$ cat src/rtl/sbuf_pkg.sv
package sbuf_pkg;

    parameter int VA_W   = 40;
    parameter int PA_W   = 32;
    parameter int DATA_W = 32;

    typedef struct packed {
        logic [VA_W-1:0]   vaddr;
        logic [PA_W-1:0]   paddr;
        logic [DATA_W-1:0] data;
    } sb_entry_t;

    typedef enum logic {
        MODE_RUN  = 1'b0,
        MODE_DUMP = 1'b1
    } sb_mode_t;

    function automatic logic same_line(input logic [PA_W-1:0] a, input logic [PA_W-1:0] b);
        return a == b;
    endfunction

endpackage

$ cat src/rtl/sbuf_fifo.sv
module sbuf_fifo
    import sbuf_pkg::*;
#(
    parameter int DEPTH = 4
) (
    input  logic                          clk,
    input  logic                          rst,
    input  logic                          push,
    input  sb_entry_t                     push_ent,
    input  logic                          pop,
    output sb_entry_t                     head_ent,
    output sb_entry_t [DEPTH-1:0]         age_ent,
    output logic      [DEPTH-1:0]         age_vld,
    output logic                          empty,
    output logic                          full
);
    localparam int PTR_W = (DEPTH > 1) ? $clog2(DEPTH) : 1;
    localparam int CNT_W = $clog2(DEPTH + 1);

    sb_entry_t             slots [DEPTH];
    logic [PTR_W-1:0]      head_q, tail_q;
    logic [CNT_W-1:0]      count_q;

    assign empty    = (count_q == '0);
    assign full     = (count_q == CNT_W'(DEPTH));
    assign head_ent = slots[head_q];

    // age-ordered view: position 0 is the oldest entry
    generate
        for (genvar i = 0; i < DEPTH; i++) begin : g_age
            assign age_ent[i] = slots[head_q + PTR_W'(i)];
            assign age_vld[i] = (CNT_W'(i) < count_q);
        end
    endgenerate

    always_ff @(posedge clk) begin
        if (push) slots[tail_q] <= push_ent;
    end

    always_ff @(posedge clk) begin
        if (rst) begin
            head_q  <= '0;
            tail_q  <= '0;
            count_q <= '0;
        end else begin
            if (push) tail_q <= tail_q + PTR_W'(1);
            if (pop)  head_q <= head_q + PTR_W'(1);
            count_q <= count_q + CNT_W'(push) - CNT_W'(pop);
        end
    end

    // never written while holding DEPTH entries
    p_no_overflow_r5: assert property (@(posedge clk) disable iff (rst) push |-> !full);
    // never read while empty
    p_no_underflow_r1: assert property (@(posedge clk) disable iff (rst) pop |-> !empty);
    p_count_step_r1: assert property (@(posedge clk) disable iff (rst)
        (pop && !push) |=> (count_q == $past(count_q) - CNT_W'(1)));
endmodule

$ cat src/rtl/sbuf_match.sv
module sbuf_match
    import sbuf_pkg::*;
#(
    parameter int DEPTH = 4
) (
    input  sb_entry_t [DEPTH-1:0] age_ent,
    input  logic      [DEPTH-1:0] age_vld,
    input  logic [PA_W-1:0]       look_paddr,
    output logic                  hit,
    output logic [DATA_W-1:0]     hit_data
);
    logic [DEPTH-1:0] match;

    generate
        for (genvar i = 0; i < DEPTH; i++) begin : g_cmp
            assign match[i] = age_vld[i] && same_line(age_ent[i].paddr, look_paddr);
        end
    endgenerate

    // later positions are younger, so the last match wins
    always_comb begin
        hit_data = '0;
        for (int i = 0; i < DEPTH; i++) begin
            if (match[i]) hit_data = age_ent[i].data;
        end
    end

    assign hit = |match;
endmodule

$ cat src/rtl/sbuf_ctrl.sv
module sbuf_ctrl
    import sbuf_pkg::*;
(
    input  logic clk,
    input  logic rst,
    input  logic exc_late,
    input  logic empty,
    output logic dumping,
    output logic dump_done
);
    sb_mode_t mode_q;

    assign dumping   = (mode_q == MODE_DUMP);
    assign dump_done = dumping && empty;

    always_ff @(posedge clk) begin
        if (rst) begin
            mode_q <= MODE_RUN;
        end else begin
            case (mode_q)
                MODE_RUN:  if (exc_late) mode_q <= MODE_DUMP;
                MODE_DUMP: if (empty)    mode_q <= MODE_RUN;
                default:   mode_q <= MODE_RUN;
            endcase
        end
    end

    // completion is a single-cycle pulse
    p_done_pulse_r8: assert property (@(posedge clk) disable iff (rst) dump_done |=> !dump_done);
    // an exception in run mode always starts a readout
    p_exc_enters_dump_r7: assert property (@(posedge clk) disable iff (rst)
        (exc_late && !dumping) |=> dumping);
endmodule

$ cat src/rtl/tso_sbuf.sv
module tso_sbuf
    import sbuf_pkg::*;
#(
    parameter int DEPTH = 4
) (
    input  logic              clk,
    input  logic              rst,
    input  logic              st_valid,
    output logic              st_ready,
    input  logic [VA_W-1:0]   st_vaddr,
    input  logic [PA_W-1:0]   st_paddr,
    input  logic [DATA_W-1:0] st_data,
    input  logic              ld_valid,
    input  logic              ld_super,
    input  logic [PA_W-1:0]   ld_paddr,
    output logic              ld_fwd,
    output logic [DATA_W-1:0] ld_fwd_data,
    output logic              ld_mem,
    output logic              ld_stall,
    output logic              mem_wr_valid,
    input  logic              mem_wr_ready,
    output logic [PA_W-1:0]   mem_wr_paddr,
    output logic [DATA_W-1:0] mem_wr_data,
    input  logic              bar_req,
    output logic              bar_ack,
    input  logic              exc_late,
    output logic              dump_valid,
    input  logic              dump_ready,
    output logic [VA_W-1:0]   dump_vaddr,
    output logic [PA_W-1:0]   dump_paddr,
    output logic [DATA_W-1:0] dump_data,
    output logic              dump_done
);
    sb_entry_t             head_ent, new_ent;
    sb_entry_t [DEPTH-1:0] age_ent;
    logic      [DEPTH-1:0] age_vld;
    logic                  empty, full, dumping, push, pop, hit;

    assign new_ent = '{vaddr: st_vaddr, paddr: st_paddr, data: st_data};

    assign st_ready     = !dumping && !full;
    assign push         = st_valid && st_ready;
    assign mem_wr_valid = !dumping && !empty;
    assign dump_valid   = dumping && !empty;
    assign pop          = (mem_wr_valid && mem_wr_ready) || (dump_valid && dump_ready);

    assign mem_wr_paddr = head_ent.paddr;
    assign mem_wr_data  = head_ent.data;
    assign dump_vaddr   = head_ent.vaddr;
    assign dump_paddr   = head_ent.paddr;
    assign dump_data    = head_ent.data;

    assign bar_ack  = bar_req && empty;
    assign ld_fwd   = ld_valid && !ld_super && hit;
    assign ld_stall = ld_valid && ld_super && hit;
    assign ld_mem   = ld_valid && !hit;

    sbuf_fifo #(.DEPTH(DEPTH)) u_fifo (
        .clk(clk), .rst(rst), .push(push), .push_ent(new_ent), .pop(pop),
        .head_ent(head_ent), .age_ent(age_ent), .age_vld(age_vld),
        .empty(empty), .full(full)
    );

    sbuf_match #(.DEPTH(DEPTH)) u_match (
        .age_ent(age_ent), .age_vld(age_vld), .look_paddr(ld_paddr),
        .hit(hit), .hit_data(ld_fwd_data)
    );

    sbuf_ctrl u_ctrl (
        .clk(clk), .rst(rst), .exc_late(exc_late), .empty(empty),
        .dumping(dumping), .dump_done(dump_done)
    );

    // a supervised load is never given queued data
    p_super_no_fwd_r4: assert property (@(posedge clk) disable iff (rst)
        (ld_valid && ld_super) |-> !ld_fwd);
    // a held write keeps its address and data
    p_write_hold_r1: assert property (@(posedge clk) disable iff (rst)
        (mem_wr_valid && !mem_wr_ready && !exc_late) |=>
        (mem_wr_valid && $stable(mem_wr_paddr) && $stable(mem_wr_data)));
    // draining and store intake stop after the exception
    p_exc_halts_r7: assert property (@(posedge clk) disable iff (rst)
        (exc_late && !dump_valid && !dump_done && st_ready) |=> (!mem_wr_valid && !st_ready));
    // barrier only completes with nothing left to write
    p_bar_empty_r6: assert property (@(posedge clk) disable iff (rst)
        bar_ack |-> (!mem_wr_valid && !dump_valid));
    // after completion the queue takes stores again
    p_done_resume_r8: assert property (@(posedge clk) disable iff (rst)
        dump_done |=> (st_ready && !dump_valid));
endmodule

$ cat config.mk
export PLATFORM = sky130hd
export DESIGN_NAME = tso_sbuf
export DESIGN_NICKNAME = d
export VERILOG_FILES = /design/src/rtl/sbuf_pkg.sv /design/src/rtl/sbuf_fifo.sv /design/src/rtl/sbuf_match.sv /design/src/rtl/sbuf_ctrl.sv /design/src/rtl/tso_sbuf.sv
export SDC_FILE = /design/constraint.sdc
export NUM_CORES = 1
export LEC_CHECK = 0
export BUFFER_PORTS_ARGS = -buffer_cell sky130_fd_sc_hd__buf_2
export CAP_MARGIN = 25
export CORE_ASPECT_RATIO = 0.5
export CORE_UTILIZATION = 25
export CTS_BUF_LIST = sky130_fd_sc_hd__clkbuf_8 sky130_fd_sc_hd__clkbuf_16
export CTS_CLUSTER_SIZE = 16
export DETAILED_ROUTE_END_ITERATION = 8
export HOLD_SLACK_MARGIN = 0.1
export PLACE_DENSITY = 0.4
export RECOVER_POWER = 50
export SETUP_SLACK_MARGIN = 0.02
export SLEW_MARGIN = 25
export SYNTH_ARGS = -nofsm -noshare
export SYNTH_HDL_FRONTEND = slang
export SYNTH_HIERARCHICAL = 1
export SYNTH_SLANG_ARGS = --single-unit
$ cat constraint.sdc
create_clock -name clk -period 9.1 [get_ports clk]
set_input_delay 1.82 -clock clk [delete_from_list [all_inputs] [get_ports clk]]
set_output_delay 1.82 -clock clk [all_outputs]
set_load 0.01 [all_outputs]
# Word-level counts from Yosys, hierarchy flattened
# Memories as Yosys holds them, arrays and structs flattened. A register that Yosys moved wholly into a read port is not among the register bits.
# Index checks and enable logic that the tools add are counted.
# classes
eq_ne	5
reduce_logical	25
n_lt_le_gt_ge	4
n_bitwise	1
mux	11
addsub	6
# op_table
cell	count
32-bit equality test	4
32-bit 2-to-1 mux	4
1-bit logical AND	17
1-bit by 3-bit less-than comparator with 1-bit output, first input constant	2
2-bit by 3-bit less-than comparator with 1-bit output, first input constant	2
1-bit logical NOT	5
2-bit by 1-bit adder with 2-bit output, second input constant	2
2-bit adder, second input constant	2
1-bit 2-to-1 mux	4
2-bit 2-to-1 mux	2
4-bit OR reduction	1
3-bit by 1-bit adder with 3-bit output	1
3-bit equality test, second input constant	1
3-bit logical NOT	1
3-bit by 1-bit subtractor with 3-bit output	1
1-bit case mux with 2 select lines	1
1-bit logical OR	1
1-bit inverter	1
# word_totals
mem_count	1
register_bits	8
out_inout_bits	208
ram_bits	416
# memory_table
name	words	word_bits	rd	rd_clocked_by_memory_dff	write_ports	line_no	rtl
u_fifo.slots	4	104	4	1	1	sbuf_fifo.sv:20	sb_entry_t slots [DEPTH];

# Longest topological paths before layout
# Gate-level depths: netlist (run 1).
# logic_depth
word_depth	7
mapped_depth	14

# By module
# The synthesis (run 1) kept the hierarchy.
# by_module_without_submodules
module	seq_area_each_um2	area_per_inst_um2	cells_each	instances
sbuf_fifo	12672.2	23839.1	1080	1
sbuf_match	0.0	3098.0	453	1
tso_sbuf	0.0	540.5	75	1
sbuf_ctrl	20.0	48.8	5	1

# Worst setup path after synthesis (run 1)
# Ideal clock, no wire load.
# synth_path
kind	input to output
from	input ld_paddr[6]
to	output ld_fwd_data[23]
n_path_buf	2
path_stages	8
arrival_time_ps	3341
path_slack_ps	3939
path_cell_list	clkbuf_1 -> xnor2_1 -> nand4_1 -> nor4_4 -> nand3_4 -> buf_6 -> nor3b_1 -> o311a_1
# synth_via
elab_chain_len	6
word_cells_on_any_way	12
cone_classes	eq/ne (4); mux (4); reduce/logical (4)
# synth_lines
item	line_no	rtl
start, declared	tso_sbuf.sv:15	input logic [PA_W-1:0] ld_paddr,
32-bit equality test	sbuf_pkg.sv:19	return a == b;
1-bit logical AND	sbuf_match.sv:16	assign match[i] = age_vld[i] && same_line(age_ent[i].paddr, look_paddr);
32-bit 2-to-1 mux (3 in series)	sbuf_match.sv:24	if (match[i]) hit_data = age_ent[i].data;
32-bit 2-to-1 mux (*)	sbuf_match.sv:24	
end, declared	tso_sbuf.sv:17	output logic [DATA_W-1:0] ld_fwd_data,
# Mark *: on every way between the ends. The rest lies on a longest branch, timed or not.

==> impl_metrics.py, run 1 <==
metrics = {
    "clocking": {
        "htreeDepth": 2,
        "clock_path_buffers": 3,
        "cts_resized": 0,
        "cts_tree": "built",
        "clk_pin_slew_ps": 70,
        "cts_sinks": 426,
        "cts_hold_buffers": 0,
        "postCtsSetupBuffers": 0,
        "numCtsBuffers": 47,
        "root_buffer": "clkbuf_16",
        "clk_latency_ps": 620,
    },
    "floorplan": {
        "die_area_mm2": 0.1000,
        "core_area_mm2": 0.09780,
        "die_y_um": 224.2,
        "num_io_pins": 353,
        "initial_core_util": 0.2523,
        "row_count": 81,
        "die_x_um": 446.3,
    },
    "grt": {
        "gr-total-overflow": 0,
        "grt_pass1_vias": 14260,
        "grt_max_degree": 67,
        "grt_pass1_wl_um": 103600,
        "antenna_found_initial": 13,
        "grt_usage": 0.1433,
    },
    "timing": {
        "worst_pin_slew_ps": 3616,
        "clock_skew_ps": 17.55,
        "timing.fmax_mhz": 136.2,
        "setup-violations-final": 0,
        "rsz0062_at_grt": "false",
        "final_hold_viol_count": 0,
        "period_needed_ps": 7341,
        "tns_ps": 0,
        "slew_headroom": -1.412,
        "finalCritPeriodShare": 0.8067,
        "maxSlewViolCount": 125,
    },
    "worst_setup_path": {
        "cp.required_ps": 7280,
        "critPathMaxFanout": 66,
        "worst-r2r-setup-slack_ps": 3230,
        "end_kind": "output port",
        "start_kind": "register",
        "critical_path_class": "register to output port",
        "timing.rr.start": "u_fifo/count_q[2]$_SDFF_PP0_",
        "cp.arrival_ps": 5520,
        "critPathLaunch": "u_fifo/head_q[1]$_SDFFE_PP0P_",
    },
    "status": {
        "violations": "max-capacitance violations, max-slew violations",
        "outcome": "finished, violations left",
    },
    "cells_and_area": {
        "nNetsFinal": 1769,
        "nFillCells": 9889,
        "drive_gt1_frac": 0.4185,
        "finish.utilization": 0.2843,
        "final_cell_count_no_fill": 2980,
        "area_growth_pct": 12.70,
    },
    "power_and_ir_drop": {
        "total_power_mw": 7.326,
        "peakVddDrop_mv": 0.1262,
        "powerDensity_mw_per_mm2": 263.4,
        "leakage_nw": 8.579,
    },
    "detailed_routing": {
        "first_pass_iters": 4,
        "vias_per_cell": 4.715,
        "wirelength_um": 72610,
        "via_count": 14050,
        "drtIter0Drc": 858,
        "route.detailed.drc": 0,
        "antenna_left": 0,
        "wl_per_cell_um": 24.37,
    },
    "synthesis": {
        "netlist_instances": 1475,
        "ys.warnings.count": 6,
        "netlist_area_mm2": 0.02467,
        "syn_nets": 1629,
        "syn_avg_cell_area_um2": 16.73,
    },
    "worst_hold_path": {
        "worstHoldStart": "u_fifo/tail_q[1]$_SDFFE_PP0P_",
        "hold_path_class": "register to register",
    },
    "placement": {
        "dp_cells": 2893,
        "gp_congestion": 0.7705,
        "dp_hpwl_um": 48130,
        "port_buffers": 352,
    },
    "run": {
        "maxCapViolations": 4,
    },
}
[routing by layer]
layer	part of all wire	vias up	global-route usage
met5	0.00045	-	0
met4	0.020	6	0.03237
met3	0.041	104	0.02506
met1	0.42	7573	0.1826
met2	0.52	324	0.2527
li1	-	6045	-
[flip-flops by register name, indices dropped and copies added, names as in the netlist, named ones only]
| register | count |
|---|---|
| u_fifo/head_q | 2 |
| u_ctrl/dumping | 1 |
| u_fifo/count_q | 3 |
| u_fifo/tail_q | 2 |
| u_fifo/slots | 416 |
[report_power, final]
group	switching (mW)	internal [mW]	total (mW)	leakage (nW)
clock	0.849	1.18	2.03	0.798
sequential	0.201	2.37	2.57	3.88
combinational	1.43	1.30	2.73	3.90
[area by class of cell]
class	instances	area (um2)	share of cell area
Antenna cell	1	2.502	0.00008998
Timing Repair Buffer	384	1912	0.06875
Clock inverter	38	431.7	0.01552
Sequential cell	426	12710	0.4569
Inverter	41	153.9	0.005534
Clock buffer	47	1176	0.04229
Multi-Input combinational cell	715	9764	0.3511
Tap cell	1328	1662	0.05975
[critical path: stages, from the launching register on]
cell	delay, ps
dfxtp_4	810
buf_4	450
mux4_2	560
xnor2_1	270
nand4_1	220
nor4_1	390
nand3_2	180
buf_4	390
nand2_1	770
buf_4	420
o311a_1	260
buf_2	150
[cells in the final DEF, fill, tap and decap left out, types with 2 or more instances in the layout]
master and instances:
edfxtp_1 416, mux2i_1 2, nor4_1 8, nor3_1 5
dfxtp_4 4, clkinv_1 8, nand2_1 4, inv_1 45
ha_1 8, clkbuf_16 47, nor2_1 41, and3_1 7
clkbuf_1 106, and2_1 2, dfxtp_1 6, nor3b_1 31
buf_4 28, and2_0 5, xor2_1 19, clkinv_4 2
clkinv_8 2, mux4_2 296, or2_2 31, clkinv_2 9
bufinv_16 8, nand4_1 25, xnor2_1 112, nor2b_1 3
buf_2 247, o311a_1 31, clkinvlp_4 3, nand2b_1 2
nand3b_1 32, buf_12 2, a21oi_1 2, nand3_1 36
[stage by stage]
stage	area, um2	worst slack, ps	hold slack, ps
after floorplan	24670	3939	511.0
after global placement	26320	2207	547.2
after detailed placement	26320	2232	557.7
after CTS	27920	1643	566.0
after global routing	27810	1422	599.2
final	27810	1759	564.7
[final timing paths]
kind,to,cells past startpoint
setup reg to reg,u_fifo/slots[2][102]$_DFFE_PP_,8
hold / removal,u_fifo/tail_q[1]$_SDFFE_PP0P_,2
hold reg to reg,u_fifo/tail_q[1]$_SDFFE_PP0P_,2
setup / recovery,ld_fwd_data[29],11
(Power assumes the default switching activity.)
==> run 2: changes to the inputs <==
Clock period 9.1 ns to 7.25 ns, I/O delays scaled along.
==> run 2 against run 1 <==
  * The flow still finishes with violations (max-capacitance violations, max-slew violations)
  * Setup slack got worse by 650 ps
  * Critical path type unchanged
  * Register-to-register slack got worse by 1100 ps
  * Clock power rose by 24%
  * Sequential share of layout area barely moved
==> impl_metrics.py, run 2 (synthesis results as in run 1) <==
metrics = {
    "detailed_routing": {
        "vias_per_cell": 4.685,
        "first_pass_iters": 5,
        "drtIter0Drc": 845,
        "wirelength_um": 72060,
        "route.detailed.drc": 0,
        "wl_per_cell_um": 24.16,
        "via_count": 13980,
        "antenna_left": 0,
    },
    "floorplan": {
        "initial_core_util": 0.2523,
        "die_x_um": 446.3,
        "die_y_um": 224.2,
        "core_area_mm2": 0.09780,
        "num_io_pins": 353,
        "row_count": 81,
        "die_area_mm2": 0.1000,
    },
    "timing": {
        "timing.fmax_mhz": 162.9,
        "rsz0062_at_grt": "false",
        "finalCritPeriodShare": 0.8468,
        "clock_skew_ps": 16.86,
        "period_needed_ps": 6139,
        "setup_ws_ps": 1111,
        "final_hold_viol_count": 0,
        "setup-violations-final": 0,
        "tns_ps": 0,
        "slew_headroom": -1.302,
        "worst_pin_slew_ps": 3453,
        "maxSlewViolCount": 165,
        "whs_ps": 567.2,
    },
    "grt": {
        "grt_max_degree": 93,
        "grt_usage": 0.1411,
        "grt_pass1_vias": 14180,
        "antenna_found_initial": 14,
        "grt_pass1_wl_um": 102900,
        "gr-total-overflow": 0,
    },
    "clocking": {
        "root_buffer": "clkbuf_16",
        "clk_pin_slew_ps": 60,
        "cts_resized": 0,
        "clock_path_buffers": 3,
        "cts_sinks": 426,
        "numCtsBuffers": 47,
        "postCtsSetupBuffers": 0,
        "cts_hold_buffers": 0,
        "htreeDepth": 2,
        "cts_tree": "built",
        "clk_latency_ps": 600,
    },
    "worst_setup_path": {
        "critical_path_depth": 9,
        "critical_path_class": "register to output port",
        "reg2reg_to": "u_fifo/slots[0][72]$_DFFE_PP_",
        "cp.arrival_ps": 4690,
        "r2r_cells": 6,
        "timing.rr.start": "u_fifo/count_q[2]$_SDFF_PP0_",
        "crit_chain": "mux4_2, xnor2_1, nand4_1, nor4_1, nand2_1, buf_4, nor3b_1, o311a_1, buf_2",
        "start_kind": "register",
        "end_kind": "output port",
        "cp.required_ps": 5800,
        "critPathMaxFanout": 35,
        "worst-r2r-setup-slack_ps": 2090,
        "crit_path_end": "ld_fwd_data[15]",
        "crit_path_top_delay_cell": "dfxtp_4",
        "critical_path.top_delay_family": "simple AND/OR/NAND/NOR gates",
        "path_buf_inv": 2,
        "cp_slowest_stage_delay_ps": 900,
    },
    "placement": {
        "port_buffers": 352,
        "dp_slack_ps": 1681,
        "dp_hpwl_um": 47910,
        "gp_congestion": 0.7714,
        "dpl-instance-area_mm2": 0.02637,
    },
    "run": {
        "maxCapViolations": 4,
    },
    "power_and_ir_drop": {
        "leakage_nw": 8.608,
        "peakVddDrop_mv": 0.1542,
        "total_power_mw": 9.173,
        "powerDensity_mw_per_mm2": 329.7,
    },
    "status": {
        "outcome": "finished, violations left",
        "violations": "max-capacitance violations, max-slew violations",
    },
    "cells_and_area": {
        "reg.largest.list": "u_fifo/slots (416), u_fifo/count_q (3)",
        "layout_commonest_cell": "edfxtp_1",
        "drive_gt1_frac": 0.4180,
        "largest_reg_flops": 416,
        "top_register": "u_fifo/slots",
        "nNetsFinal": 1768,
        "fin_area_mm2": 0.02782,
        "final_cell_mix": "edfxtp_1 (416), mux4_2 (296), buf_2 (248)",
        "area_growth_pct": 12.75,
    },
    "worst_hold_path": {
        "hold_path_class": "register to register",
    },
}
run 2: layout make-up:
| type | instances | area, um2 |
|---|---|---|
| inverters | 41 | 153.9 |
| clock buffers | 49 | 1215 |
| well taps | 1328 | 1662 |
| diodes | 2 | 5.005 |
| repair buffers | 383 | 1928 |
| fillers | 9797 | 69980 |
| clock inverters | 39 | 386.6 |
| multi-input cells | 715 | 9763 |
| flip-flops and latches | 426 | 12710 |
run 2: worst reg2reg max path, cell delays in order, from the launching register on:
cell      delay (ps)
dfxtp_1          370
inv_1            140
nor3_1            90
nor2_1           110
and2_0           360
and2_0           970
clkbuf_2        2530
run 2: per-layer routing:
metal / global-route usage / wire length (um) / share of wire / up-vias
met3: 0.02293 / 2575 / 0.036 / 104
met2: 0.2555 / 38070 / 0.53 / 285
li1: - / - / - / 6035
met1: 0.1763 / 29970 / 0.42 / 7546
met5: 0 / 36 / 0.00050 / -
met4: 0.02927 / 1406 / 0.020 / 6
run 2: where the power goes:
part	switching (mW)	total [mW]	internal, mW
clock	1.06	2.52	1.47
sequential	0.263	3.25	2.99
combinational	1.75	3.40	1.64
run 2: per-stage QoR:
stage,instances,utilization
floorplan,1475,-
global placement,2893,0.2696
detailed placement,2893,0.2696
CTS,2981,0.2860
global route,2983,0.2845
finish,2983,0.2845
run 2: worst min-delay path by stage:
stage	slack (ps)	start	cells after the start	to
floorplan	510	u_ctrl/dumping$_SDFF_PP0_	2	u_ctrl/dumping$_SDFF_PP0_
finish	570	u_fifo/tail_q[1]$_SDFFE_PP0P_	2	u_fifo/tail_q[1]$_SDFFE_PP0P_
CTS	570	u_fifo/tail_q[0]$_SDFFE_PP0P_	2	u_fifo/tail_q[0]$_SDFFE_PP0P_
global placement	550	u_fifo/tail_q[1]$_SDFFE_PP0P_	2	u_fifo/tail_q[1]$_SDFFE_PP0P_
detailed placement	550	u_fifo/tail_q[0]$_SDFFE_PP0P_	2	u_fifo/tail_q[0]$_SDFFE_PP0P_
global route	610	u_ctrl/dumping$_SDFF_PP0_	2	u_ctrl/dumping$_SDFF_PP0_
